==> config.mk <==
export PLATFORM = sky130hd
export DESIGN_NAME = diag_handshake_ctrl
export DESIGN_NICKNAME = d
export VERILOG_FILES = /design/src/rtl/diag_pkg.sv /design/src/rtl/diag_tick_gen.sv /design/src/rtl/diag_timer.sv /design/src/rtl/diag_handshake_ctrl.sv
export SDC_FILE = /design/constraint.sdc
export NUM_CORES = 1
export LEC_CHECK = 0
export ABC_CLOCK_PERIOD_IN_PS = 2550
export BUFFER_PORTS_ARGS = -buffer_cell sky130_fd_sc_hd__buf_4
export CORE_MARGIN = 2
export CORE_UTILIZATION = 35
export DETAILED_ROUTE_END_ITERATION = 8
export GPL_TIMING_DRIVEN = 0
export PLACE_DENSITY = 0.56
export SLEW_MARGIN = 20
export SYNTH_ARGS = -nofsm -noshare
export SYNTH_HDL_FRONTEND = slang
export SYNTH_SLANG_ARGS = --single-unit
==> constraint.sdc <==
create_clock -name clk -period 2.55 [get_ports clk]
set_input_delay 0.51 -clock clk [delete_from_list [all_inputs] [get_ports clk]]
set_output_delay 0.51 -clock clk [all_outputs]
set_load 0.02 [all_outputs]
==> src/rtl/diag_pkg.sv <==
package diag_pkg;

    typedef enum logic [2:0] {
        PH_RST_BUSY  = 3'd0,
        PH_DIAG_BUSY = 3'd1,
        PH_DROP_BSY  = 3'd2,
        PH_SETTLE    = 3'd3,
        PH_READY     = 3'd4,
        PH_FAILED    = 3'd5,
        PH_TIMEOUT   = 3'd6
    } phase_e;

    typedef struct packed {
        phase_e phase;
        logic   start;
    } ctrl_s;

endpackage

==> src/rtl/diag_tick_gen.sv <==
module diag_tick_gen #(
    parameter int DIV = 4
) (
    input  logic clk,
    input  logic rst_n,
    output logic tick
);

    generate
        if (DIV <= 1) begin : g_every
            assign tick = 1'b1;
        end else begin : g_div
            localparam int W = $clog2(DIV);
            logic [W-1:0] pre_d, pre_q;

            always_comb begin
                if (pre_q == W'(DIV - 1)) pre_d = '0;
                else                      pre_d = pre_q + W'(1);
            end

            always_ff @(posedge clk or negedge rst_n) begin
                if (!rst_n) pre_q <= '0;
                else        pre_q <= pre_d;
            end

            assign tick = (pre_q == W'(DIV - 1));
        end
    endgenerate

endmodule

==> src/rtl/diag_timer.sv <==
module diag_timer #(
    parameter int W = 8
) (
    input  logic         clk,
    input  logic         rst_n,
    input  logic         clr,
    input  logic         tick,
    input  logic [W-1:0] limit,
    output logic         hit
);

    logic [W-1:0] cnt_d, cnt_q;

    always_comb begin
        cnt_d = cnt_q;
        if (clr)       cnt_d = '0;
        else if (tick) cnt_d = cnt_q + W'(1);
    end

    always_ff @(posedge clk or negedge rst_n) begin
        if (!rst_n) cnt_q <= '0;
        else        cnt_q <= cnt_d;
    end

    assign hit = tick && (cnt_q == limit - W'(1));

endmodule

==> src/rtl/diag_handshake_ctrl.sv <==
module diag_handshake_ctrl
    import diag_pkg::*;
#(
    parameter int TICK_DIV    = 100000,
    parameter int RST_TICKS   = 30000,
    parameter int DIAG_TICKS  = 5000,
    parameter int READY_TICKS = 10
) (
    input  logic clk,
    input  logic rst_n,
    input  logic soft_rst,
    input  logic hw_rst,
    input  logic diag_cmd,
    input  logic st_done,
    input  logic st_pass,
    output logic pass_oe,
    output logic bsy,
    output logic drdy,
    output logic cmd_accept,
    output logic timeout,
    output logic st_start
);

    localparam int MAX_A = (RST_TICKS > DIAG_TICKS) ? RST_TICKS : DIAG_TICKS;
    localparam int MAX_T = (MAX_A > READY_TICKS) ? MAX_A : READY_TICKS;
    localparam int CNT_W = $clog2(MAX_T + 1);

    ctrl_s            cur_q, nxt_d;
    logic             tick, hit, clr;
    logic [CNT_W-1:0] limit;
    logic             restart;

    diag_tick_gen #(.DIV(TICK_DIV)) i_tick (
        .clk   (clk),
        .rst_n (rst_n),
        .tick  (tick)
    );

    diag_timer #(.W(CNT_W)) i_timer (
        .clk   (clk),
        .rst_n (rst_n),
        .clr   (clr),
        .tick  (tick),
        .limit (limit),
        .hit   (hit)
    );

    assign restart = soft_rst | hw_rst;

    always_comb begin
        case (cur_q.phase)
            PH_RST_BUSY:  limit = CNT_W'(RST_TICKS);
            PH_DIAG_BUSY: limit = CNT_W'(DIAG_TICKS);
            default:      limit = CNT_W'(READY_TICKS);
        endcase
    end

    always_comb begin
        nxt_d       = cur_q;
        nxt_d.start = 1'b0;
        if (restart) begin
            nxt_d.phase = PH_RST_BUSY;
            nxt_d.start = 1'b1;
        end else begin
            case (cur_q.phase)
                PH_RST_BUSY, PH_DIAG_BUSY: begin
                    if (st_done) nxt_d.phase = st_pass ? PH_DROP_BSY : PH_FAILED;
                    else if (hit) nxt_d.phase = PH_TIMEOUT;
                end
                PH_DROP_BSY: nxt_d.phase = PH_SETTLE;
                PH_SETTLE: begin
                    if (hit) nxt_d.phase = PH_READY;
                end
                PH_READY, PH_FAILED: begin
                    if (diag_cmd) begin
                        nxt_d.phase = PH_DIAG_BUSY;
                        nxt_d.start = 1'b1;
                    end
                end
                default: nxt_d.phase = cur_q.phase;
            endcase
        end
        clr = restart || (nxt_d.phase != cur_q.phase);
    end

    always_ff @(posedge clk or negedge rst_n) begin
        if (!rst_n) begin
            cur_q.phase <= PH_RST_BUSY;
            cur_q.start <= 1'b1;
        end else begin
            cur_q <= nxt_d;
        end
    end

    assign bsy        = (cur_q.phase == PH_RST_BUSY) || (cur_q.phase == PH_DIAG_BUSY);
    assign pass_oe    = (cur_q.phase == PH_SETTLE) || (cur_q.phase == PH_READY);
    assign drdy       = (cur_q.phase == PH_READY) || (cur_q.phase == PH_FAILED);
    assign cmd_accept = drdy;
    assign timeout    = (cur_q.phase == PH_TIMEOUT);
    assign st_start   = cur_q.start;

endmodule

==> results.md, run 1 <==
| Item | Value |
| --- | --- |
| Largest net degree at the start of global routing | 37 |
| CP max FO | 6 |
| WP data required | 2.72 ns |
| Clock transition time at the flip-flop clock pins of the worst setup and hold paths | 0.07 ns |
| Inserted Clock Buffers | 5 |
| Final number of max-transition violations | 0 |
| Wire length of the first global-routing pass | 8320 um |
| Number of fillers in the final layout | 590 |
| Share of synthesized registers carrying an async set or reset | 100% |
| Estimated wirelength of the detail-placed design | 3120 um |
| Relative max-transition margin | 43.0% |
| Maximum level of the CTS H-tree | 2 |
| Most common cell in the synthesized netlist | sky130_fd_sc_hd__dfrtp_1 |
| Post-place setup slack | -0.116 ns |
| CTS hold repair buffers | 0 |
| Clock Skews | 0.00544 ns |
| Flop and latch count out of synthesis | 36 |
| Unrepaired setup endpoints after global routing | yes |
| # DRC | 0 |
| Fraction of layout cells with a size suffix above 1 | 27.5% |
| Number of distinct library cells after synthesis | 50 |
| Cells taking the most area after synthesis | sky130_fd_sc_hd__dfrtp_1 41%, sky130_fd_sc_hd__xor2_1 5.7%, sky130_fd_sc_hd__xnor2_1 5.3% |
| Most instantiated flip-flop cell in the synthesis netlist | sky130_fd_sc_hd__dfrtp_1 |
| Final total negative setup slack | 0 ns |
| Leak pwr | 1.17 nW |
| Later-pin clock latency in the skew report | 0.28 ns |
| Count of warnings emitted by yosys | 0 |
| Summed area of non-filler cells in the final layout | 2680 um2 |
| Worst path top cell family by delay | simple AND/OR/NAND/NOR gates |
| Critical-path top delay cell | sky130_fd_sc_hd__or4b_4 |
| Post-synth top area cell | sky130_fd_sc_hd__dfrtp_1 |
| Critical path start-end classification | flop to flop |
| Period utilization | 98.4% |
| Antenna Cells | 0 |
| Area enclosed by the die boundary | 6810 um2 |
| I/O Pins | 13 |
| Minimum setup slack in the final design | 0.0413 ns |
| I/O Buffers | 12 |
| Initial antenna violation count | 0 |
| Net count after synthesis | 226 |
| Global-route usage over all layers | 16.0% |
| Sequence of cells on the critical path | or4b_4, or4_4, nor3_4, nand4_1, or3b_4, buf_12, buf_16, nor3_2 |
| Vias after detailed routing | 1710 |
| Post-synth EDFFs | 0 |
| Buffer cell driving the clock tree root | sky130_fd_sc_hd__clkbuf_8 |
| Die width | 82.5 um |
| Initial DRC Count | 102 |
| Vias in the first global route | 1630 |
| Core ar. | 5960 um2 |
| Avg Synthesized Cell Area | 9.95 um2 |
| CP peak stage delay | 0.56 ns |
| # clock sinks | 36 |
| # nets final | 263 |
| Final setup violation count | 0 |
| Post-route non-filler standard cell count | 330 |
| Floorplan die height | 82.5 um |
| Placed Cells | 304 |
| Number of rows in the core area | 28 |
| Synthesized instance count | 217 |
| Clock tree from TritonCTS | yes |
| Placer Congestion | 0.794 |
| Tightest Pin Transition | 0.843 ns |
| Post-DR vias/cell | 5.18 |
| Run status | completed |
| Buf+Inv Stages, Crit Path | 2 |
| Max frequency | 0.399 GHz |
| Most used standard cells in the synthesized netlist | 35 x sky130_fd_sc_hd__dfrtp_1, 19 x sky130_fd_sc_hd__nand2_1, 15 x sky130_fd_sc_hd__nor3_1 |
| Top-area cell type share of the netlist area | 40.6% |
| Number of max-capacitance violations reported | 0 |
| Netlist area before placement | 2160 um2 |
| HP Class | input port to async pin |
| Min cycle time layout | 2.51 ns |
| Post-DP Area | 2340 um2 |
| Synth-to-Final Area Change | 24.1% |
| Final-layout worst hold slack | 0.178 ns |
| Post-layout utilization of the core | 45.0% |
| Critical Path Start Type | flop |
| Overall power after layout | 1.13 mW |
| Final count of hold timing violations | 0 |
| 1st-pass router iterations | 4 |
| Kind of end point of the critical path | flop |
| Starting utilization of the core area | 36.2% |
| Sequential element share of the synthesized area | 41.8% |
| Overall overflow remaining after global route | 0 |
| Maximum buffer depth of the clock tree | 2 |
| Residual antenna-violating net count after detailed routing | 0 |
| Signal arrival time at the worst endpoint | 2.68 ns |
| Final WL | 4750 um |
| Ratio of total power to cell area | 422 nW/um2 |
| Worst IR Drop VDD | 0.303 mV |
| Wire length per cell | 14.4 um |
## what timing repair did
action                                  4_1_cts  5_1_grt
endpoints found under the setup margin       10       15
resized for setup                             5       11
pin swaps                                     7        7
setup buffers                                12        6
cloned                                        2        0
## cell families after synthesis
| group | Yosys count | share of synthesized area, % |
|---|---|---|
| adder cells (fa/ha/maj) | 2 | 1.16 |
| multiplexers | 3 | 1.39 |
| buffers and inverters | 16 | 5.16 |
| XOR/XNOR | 27 | 11.0 |
| AO/OA/AOI/OAI | 21 | 7.19 |
| AND/OR/NAND/NOR | 112 | 32.3 |
| flip-flops | 36 | 41.8 |
## flip-flops by register name (all words and copies together), names as in the netlist
signal,flops
st_start,1
cur_q,3
i_tick.g_div.pre_q,17
i_timer.cnt_q,15
## final timing paths
check | cells after the start | end | slack (ns) | startpoint
setup / recovery | 8 | i_timer.cnt_q[9] | 0.04 | i_tick.g_div.pre_q[12]
hold / removal | 1 | i_tick.g_div.pre_q[10] | 0.18 | rst_n
setup reg to reg | 8 | i_timer.cnt_q[9] | 0.04 | i_tick.g_div.pre_q[12]
hold reg to reg | 1 | i_tick.g_div.pre_q[0] | 0.49 | i_tick.g_div.pre_q[0]
max in group asynchronous | 1 | st_start | 2.03 | rst_n
min in group clk | 2 | cur_q[2] | 0.39 | soft_rst
## area by class of cell
cell class              count  area (um2)  share of cell area [%]
flip-flops and latches     36         902                    33.7
clock buffers               7        86.3                    3.22
clock inverters             1        7.51                   0.280
well taps                  75        93.8                    3.50
plain buffers               8        66.3                    2.48
repair buffers             32         308                    11.5
inverters                   6        22.5                   0.841
multi-input cells         165        1190                    44.5
## cell usage in the layout (no fill, tap or decap), types with 2 or more instances in the layout
cell type                  count
sky130_fd_sc_hd__a21oi_1       4
sky130_fd_sc_hd__and3_1        6
sky130_fd_sc_hd__and4_1        2
sky130_fd_sc_hd__buf_12        3
sky130_fd_sc_hd__buf_16        2
sky130_fd_sc_hd__buf_4        26
sky130_fd_sc_hd__buf_6         4
sky130_fd_sc_hd__clkbuf_1      6
sky130_fd_sc_hd__clkbuf_8      6
sky130_fd_sc_hd__dfrtp_1      35
sky130_fd_sc_hd__ha_1          2
sky130_fd_sc_hd__inv_1         6
sky130_fd_sc_hd__mux2i_1       3
sky130_fd_sc_hd__nand2_1      19
sky130_fd_sc_hd__nand2b_1      2
sky130_fd_sc_hd__nand3_1      10
sky130_fd_sc_hd__nand4_1       9
sky130_fd_sc_hd__nor2_1       11
sky130_fd_sc_hd__nor2_2        2
sky130_fd_sc_hd__nor2b_1       2
sky130_fd_sc_hd__nor3_1       14
sky130_fd_sc_hd__nor3_2       10
sky130_fd_sc_hd__nor3_4        2
sky130_fd_sc_hd__nor3b_1       2
sky130_fd_sc_hd__nor4_1        2
sky130_fd_sc_hd__o21ai_0       6
sky130_fd_sc_hd__or3_1         4
sky130_fd_sc_hd__or4b_4        2
sky130_fd_sc_hd__xnor2_1      13
sky130_fd_sc_hd__xor2_1       14
## where the power goes
part           total, mW  switching, mW  internal (mW)
Sequential         0.576        0.00249          0.574
Combinational      0.129         0.0684         0.0609
Clock              0.424          0.204          0.220
## routing by layer
metal / vias to the layer above / track usage (%) / share of wire, %
met5: - / 0 / 0
met2: 25 / 24.5 / 47
met1: 831 / 23.2 / 49
met4: 0 / 4.59 / 0.72
met3: 2 / 2.72 / 2.8
li1: 852 / - / -
Note: power is estimated with default switching activity, not from simulation.
==> inputs of run 2 (changes only) <==
CELL_PAD_IN_SITES_DETAIL_PLACEMENT = 1   (was unset)
CELL_PAD_IN_SITES_GLOBAL_PLACEMENT = 2   (was unset)
PLACE_DENSITY = 0.77   (was 0.56)
==> run 2 against run 1 <==
Cell area is 1.9% lower; clock power is 4.7% higher; hold slack worse by 0.0067 ns; utilization is 0.84 points lower; sequential share of layout area is 0.64 points higher; fmax is 0.81% higher.
==> results.md, run 2 (synthesis gave the netlist of run 1 again) <==
| Item | Value | vs previous |
| --- | --- | --- |
| Run status | completed |  |
| Residual antenna-violating net count after detailed routing | 0 | unchanged |
| I/O Buffers | 12 | unchanged |
| Multi-input logic area | 1160 um2 | -2.6% |
| Area enclosed by the die boundary | 6810 um2 | unchanged |
| Min cycle time layout | 2.49 ns | -0.0200 ns |
| Critical path start-end classification | flop to flop |  |
| Signal arrival time at the worst endpoint | 2.67 ns | about the same |
| Leak pwr | 1.14 nW | -2.6% |
| Global-route usage over all layers | 17.6% | +1.6 points |
| Final count of hold timing violations | 0 | unchanged |
| Top library cells by usage in the layout, fill and taps aside | 35 x sky130_fd_sc_hd__dfrtp_1, 28 x sky130_fd_sc_hd__buf_4, 19 x sky130_fd_sc_hd__nand2_1 |  |
| Final WL | 5410 um | +14% |
| # DRC | 0 | unchanged |
| Wire length of the first global-routing pass | 9160 um | +10% |
| # nets final | 263 | unchanged |
| Final total negative setup slack | 0 ns | unchanged |
| Kind of end point of the critical path | flop |  |
| Most flops, register | i_tick.g_div.pre_q |  |
| Max frequency | 0.402 GHz | +0.81% |
| Fraction of layout cells with a size suffix above 1 | 25.5% | -2.0 points |
| Worst IR Drop VDD | 0.212 mV | -30% |
| Estimated wirelength of the detail-placed design | 3600 um | +16% |
| Post-route non-filler standard cell count | 330 | unchanged |
| Number of rows in the core area | 28 | unchanged |
| Number of fillers in the final layout | 701 | +19% |
| Post-layout utilization of the core | 44.1% | -0.84 points |
| Final setup violation count | 0 | unchanged |
| Post-DR vias/cell | 5.43 | +4.8% |
| Relative max-transition margin | 46.7% | +3.6 points |
| Tightest Pin Transition | 0.790 ns | -0.0539 ns |
| Vias in the first global route | 1808 | +11% |
| Vias after detailed routing | 1792 | +4.8% |
| Initial antenna violation count | 0 | unchanged |
| Ratio of total power to cell area | 436 nW/um2 | +3.4% |
| Clock tree from TritonCTS | yes |  |
| 1st-pass router iterations | 4 | unchanged |
| Final-layout worst hold slack | 0.171 ns | -0.00673 ns |
| Wire length per cell | 16.4 um | +14% |
| Clock Skews | 0.0112 ns | +0.00580 ns |
| Minimum setup slack in the final design | 0.0614 ns | +0.0200 ns |
| Number of max-capacitance violations reported | 0 | unchanged |
| Largest net degree at the start of global routing | 37 | unchanged |
| # clock sinks | 36 | unchanged |
| Floorplan die height | 82.5 um | unchanged |
| Inserted Clock Buffers | 5 | unchanged |
| Antenna Cells | 0 | unchanged |
| Placer Congestion | 0.735 | -7.4% |
| I/O Pins | 13 | unchanged |
| Maximum buffer depth of the clock tree | 2 | unchanged |
| Summed area of non-filler cells in the final layout | 2630 um2 | -1.9% |
| HP Class | input port to async pin |  |
| Starting utilization of the core area | 36.2% | unchanged |
| Post-place setup slack | -0.0864 ns | +0.0295 ns |
| Buffer cell driving the clock tree root | sky130_fd_sc_hd__clkbuf_8 |  |
| Overall power after layout | 1.15 mW | +1.5% |
| Biggest registers after layout | i_tick.g_div.pre_q x17, i_timer.cnt_q x15, cur_q x3 |  |
| Most frequent standard cell in the layout excluding fill and tap cells | sky130_fd_sc_hd__dfrtp_1 |  |
| Largest register FFs | 17 | unchanged |
| Maximum level of the CTS H-tree | 2 | unchanged |
| Period utilization | 97.6% | -0.79 points |
| CP max FO | 6 | unchanged |
| Clock transition time at the flip-flop clock pins of the worst setup and hold paths | 0.09 ns | +0.02 ns |
| WP data required | 2.73 ns | about the same |
| Core ar. | 5960 um2 | unchanged |
| Reg area | 902 um2 | unchanged |
| Critical Path Start Type | flop |  |
| Initial DRC Count | 69 | -32% |
| Later-pin clock latency in the skew report | 0.30 ns | +0.02 ns |
| Overall overflow remaining after global route | 0 | unchanged |
| Post-DP Area | 2340 um2 | unchanged |
| Synth-to-Final Area Change | 21.8% |  |
| Placed Cells | 304 | unchanged |
| Die width | 82.5 um | unchanged |
| Final number of max-transition violations | 0 | unchanged |
==> run 2: area by class of cell <==
| class | instances | share of cell area, % |
|---|---|---|
| Tap cell | 75 | 3.57 |
| Buffer | 9 | 2.95 |
| Clock buffer | 7 | 3.28 |
| Multi-Input combinational cell | 165 | 44.2 |
| Timing Repair Buffer | 31 | 10.6 |
| Sequential cell | 36 | 34.3 |
| Inverter | 6 | 0.857 |
| Clock inverter | 1 | 0.286 |
==> run 2: routing by layer <==
metal	up-vias	wire length, um	global-route usage (%)	share of wire [%]
met3	4	83	2.61	1.5
met4	0	50	5.41	0.92
met2	21	2700	28.4	50
met1	915	2570	24.5	48
met5	-	0	0	0
li1	852	-	-	-
==> run 2: path summary, 6_finish.rpt <==
| path | depth (start not counted) | start | slack (ns) | to |
|---|---|---|---|---|
| min in group clk | 2 | soft_rst | 0.38 | cur_q[2] |
| max | 8 | i_tick.g_div.pre_q[8] | 0.06 | i_timer.cnt_q[11] |
| min reg2reg | 1 | i_tick.g_div.pre_q[0] | 0.50 | i_tick.g_div.pre_q[0] |
| min | 1 | rst_n | 0.17 | i_timer.cnt_q[5] |
| max reg2reg | 8 | i_tick.g_div.pre_q[8] | 0.06 | i_timer.cnt_q[11] |
| max in group asynchronous | 1 | rst_n | 2.02 | st_start |
==> run 2: report_power, final <==
group	switching, mW	internal (mW)	total [mW]
Clock	0.224	0.220	0.444
Combinational	0.0678	0.0585	0.126
Sequential	0.00221	0.574	0.576
Total	0.294	0.852	1.15
==> run 2: timing repair <==
action / in CTS / in global routing
gates resized for setup: 6 / 0
hold buffers: 0 / 0
setup buffers: 10 / 7
setup endpoints to repair: 10 / 12
pin swaps: 4 / 6
cloned: 1 / 1
==> run 2: critical path: stages, from the launching register on <==
cell and delay, ns:
sky130_fd_sc_hd__dfrtp_1 0.41, sky130_fd_sc_hd__or4b_4 0.57, sky130_fd_sc_hd__or4_4 0.57, sky130_fd_sc_hd__nor3_2 0.12, sky130_fd_sc_hd__nand4_1 0.15, sky130_fd_sc_hd__or3b_1 0.23, sky130_fd_sc_hd__buf_6 0.14, sky130_fd_sc_hd__clkbuf_16 0.15
sky130_fd_sc_hd__nor3_2 0.04
==> inputs of run 3 (changes only) <==
SETUP_SLACK_MARGIN = 0.2   (was unset)
==> run 3 against run 2 <==
Hold slack got worse by 0.0075 ns; highest routed layer unchanged; via count is 0.61% lower; global-route usage grew 0.35 points.
==> results.md, run 3 (synthesis gave the netlist of run 1 again) <==
| Item | Value | vs previous |
| --- | --- | --- |
| Antenna Cells | 0 | unchanged |
| Kind of end point of the critical path | flop |  |
| Maximum level of the CTS H-tree | 2 | unchanged |
| Synth-to-Final Area Change | 26.7% |  |
| Tightest Pin Transition | 0.760 ns | -0.0293 ns |
| Summed area of non-filler cells in the final layout | 2730 um2 | +4.0% |
| Wire length per cell | 16.3 um | -0.60% |
| CP max FO | 5 | -1 |
| Relative contribution of sequential cells to total power | 47.1% | -3.1 points |
| Pint | 919 uW | +7.8% |
| Clock Skews | 0.00809 ns | -0.00315 ns |
| Wire length of the first global-routing pass | 9240 um | +0.91% |
| Initial antenna violation count | 0 | unchanged |
| Later-pin clock latency in the skew report | 0.30 ns | about the same |
| Run status | completed |  |
| 1st-pass router iterations | 4 | unchanged |
| Core ar. | 5960 um2 | unchanged |
| Die width | 82.5 um | unchanged |
| Inserted Clock Buffers | 5 | unchanged |
| Switching portion of total power | 24.9% | -0.78 points |
| Max frequency | 0.396 GHz | -1.5% |
| # clock sinks | 36 | unchanged |
| Met2 Track Usage GR | 30.3% | +1.9 points |
| Share of power burned in the clock network | 42.6% | +3.9 points |
| Logic gate share of total power | 10.3% | -0.7 points |
| WP data required | 2.74 ns | about the same |
| Leak pwr | 1.20 nW | +4.6% |
| Vias after detailed routing | 1781 | -0.61% |
| Estimated wirelength of the detail-placed design | 3560 um | -1.2% |
| Critical path start-end classification | flop to flop |  |
| Residual antenna-violating net count after detailed routing | 0 | unchanged |
| Ratio of total power to cell area | 447 nW/um2 | +2.6% |
| Final WL | 5440 um | +0.61% |
| Period utilization | 99.1% | +1.5 points |
| Buffer cell driving the clock tree root | sky130_fd_sc_hd__clkbuf_8 |  |
| Unrepaired setup endpoints after global routing | yes |  |
| I/O Pins | 13 | unchanged |
| Signal arrival time at the worst endpoint | 2.72 ns | +0.05 ns |
| Number of rows in the core area | 28 | unchanged |
| Number of max-capacitance violations reported | 0 | unchanged |
| Post-DP Area | 2350 um2 | +0.32% |
| Grt peak-use layer | met2 |  |
| # nets final | 267 | +1.5% |
| Met3 track demand over resource in global routing | 2.72% | +0.11 points |
| Min cycle time layout | 2.53 ns | +0.0377 ns |
| Clock tree from TritonCTS | yes |  |
| Clock transition time at the flip-flop clock pins of the worst setup and hold paths | 0.08 ns | about the same |
| I/O Buffers | 12 | unchanged |
| Biggest registers after layout | i_tick.g_div.pre_q x17, i_timer.cnt_q x15, cur_q x3 |  |
| Initial DRC Count | 106 | +54% |
| Overall overflow remaining after global route | 0 | unchanged |
| Largest register FFs | 17 | unchanged |
| Largest net degree at the start of global routing | 37 | unchanged |
| Starting utilization of the core area | 36.2% | unchanged |
| HP Class | input port to async pin |  |
| Area enclosed by the die boundary | 6810 um2 | unchanged |
| Switching power | 304 uW | +3.4% |
| Final count of hold timing violations | 0 | unchanged |
| # DRC | 0 | unchanged |
| Global-route usage over all layers | 18.0% | +0.35 points |
| Maximum buffer depth of the clock tree | 2 | unchanged |
| Vias in the first global route | 1875 | +3.7% |
| Most flops, register | i_tick.g_div.pre_q |  |
| Floorplan die height | 82.5 um | unchanged |
| Worst IR Drop VDD | 0.265 mV | +25% |
| Final number of max-transition violations | 0 | unchanged |
| Met1 global-route usage | 23.6% | -0.89 points |
| Fraction of layout cells with a size suffix above 1 | 30.9% | +5.4 points |
| Placer Congestion | 0.745 | +1.3% |
| Most frequent standard cell in the layout excluding fill and tap cells | sky130_fd_sc_hd__dfrtp_1 |  |
| Top library cells by usage in the layout, fill and taps aside | 35 x sky130_fd_sc_hd__dfrtp_1, 30 x sky130_fd_sc_hd__buf_4, 19 x sky130_fd_sc_hd__nand2_1 |  |
| Relative max-transition margin | 48.7% | +2.0 points |
| Critical Path Start Type | flop |  |
| Post-DR vias/cell | 5.33 | -1.8% |
| Final setup violation count | 0 | unchanged |
| Post-layout utilization of the core | 45.9% | +1.8 points |
-- run 3: cell types whose count changed in the layout (fill, tap and decap cells not counted), sizes merged --
| cell | previous run | this run |
|---|---|---|
| clkinv | 0 | 1 |
| bufinv | 0 | 1 |
| clkbuf | 13 | 9 |
| buf | 34 | 40 |
-- run 3: area by class of cell --
cell class | count | area [um2]
buffer | 9 | 90.1
clock buffer | 5 | 68.8
clock inverter | 3 | 42.5
fill | 692 | 3220
inverter | 6 | 22.5
multi-input combinational | 165 | 1210
sequential | 36 | 902
tap | 75 | 93.8
timing repair buffer | 35 | 302
-- run 3: final timing paths --
path	to	depth (start not counted)	slack (ns)	startpoint
worst max-delay path	i_timer.cnt_q[9]	9	0.02	i_tick.g_div.pre_q[12]
worst min-delay path	i_tick.g_div.pre_q[8]	1	0.16	rst_n
worst max register to register	i_timer.cnt_q[9]	9	0.02	i_tick.g_div.pre_q[12]
worst min register to register	i_tick.g_div.pre_q[0]	1	0.49	i_tick.g_div.pre_q[0]
max in group asynchronous	st_start	1	2.02	rst_n
min in group clk	cur_q[1]	2	0.39	hw_rst
-- run 3: stage by stage --
step,setup TNS (ns),setup WS [ns],power [mW],hold WS [ns],cells
2_1_floorplan,0,0.194,0.647,0.214,217
3_3_place_gp,-0.0804,-0.0683,0.688,0.483,304
3_5_place_dp,-0.109,-0.0841,0.688,0.488,304
4_1_cts,0,0.0361,1.23,0.182,331
5_1_grt,-0.687,-0.0709,1.27,0.198,334
6_report,0,0.0237,1.22,0.164,334
-- run 3: power by group through the flow --
stage / clock, mW / sequential, mW / combinational, mW
global placement: 0 / 0.587 / 0.100
global route: 0.558 / 0.576 / 0.138
CTS: 0.536 / 0.576 / 0.120
floorplan: 0 / 0.588 / 0.0595
finish: 0.521 / 0.576 / 0.126
detailed placement: 0 / 0.587 / 0.101
-- run 3: layer usage --
metal  vias up  share of wire [%]
li1        860                  -
met5         -                  0
met3         7                1.5
met4         0                1.5
met2        13                 49
met1       901                 48
-- run 3: critical path, stage by stage (launching register included) --
cell                       delay, ns
sky130_fd_sc_hd__dfrtp_1        0.39
sky130_fd_sc_hd__or4b_4         0.55
sky130_fd_sc_hd__or4_4          0.50
sky130_fd_sc_hd__buf_8          0.15
sky130_fd_sc_hd__nor2_8         0.09
sky130_fd_sc_hd__nand4_4        0.10
sky130_fd_sc_hd__o211ai_4       0.32
sky130_fd_sc_hd__buf_6          0.16
sky130_fd_sc_hd__buf_12         0.11
sky130_fd_sc_hd__nor3_2         0.04
-- run 3: repair_timing --
item	in CTS	in global routing
pin swaps	6	4
resized for setup	7	14
endpoints found under the setup margin	16	19
hold buffers	0	0
gates cloned	1	0
setup buffers	18	4
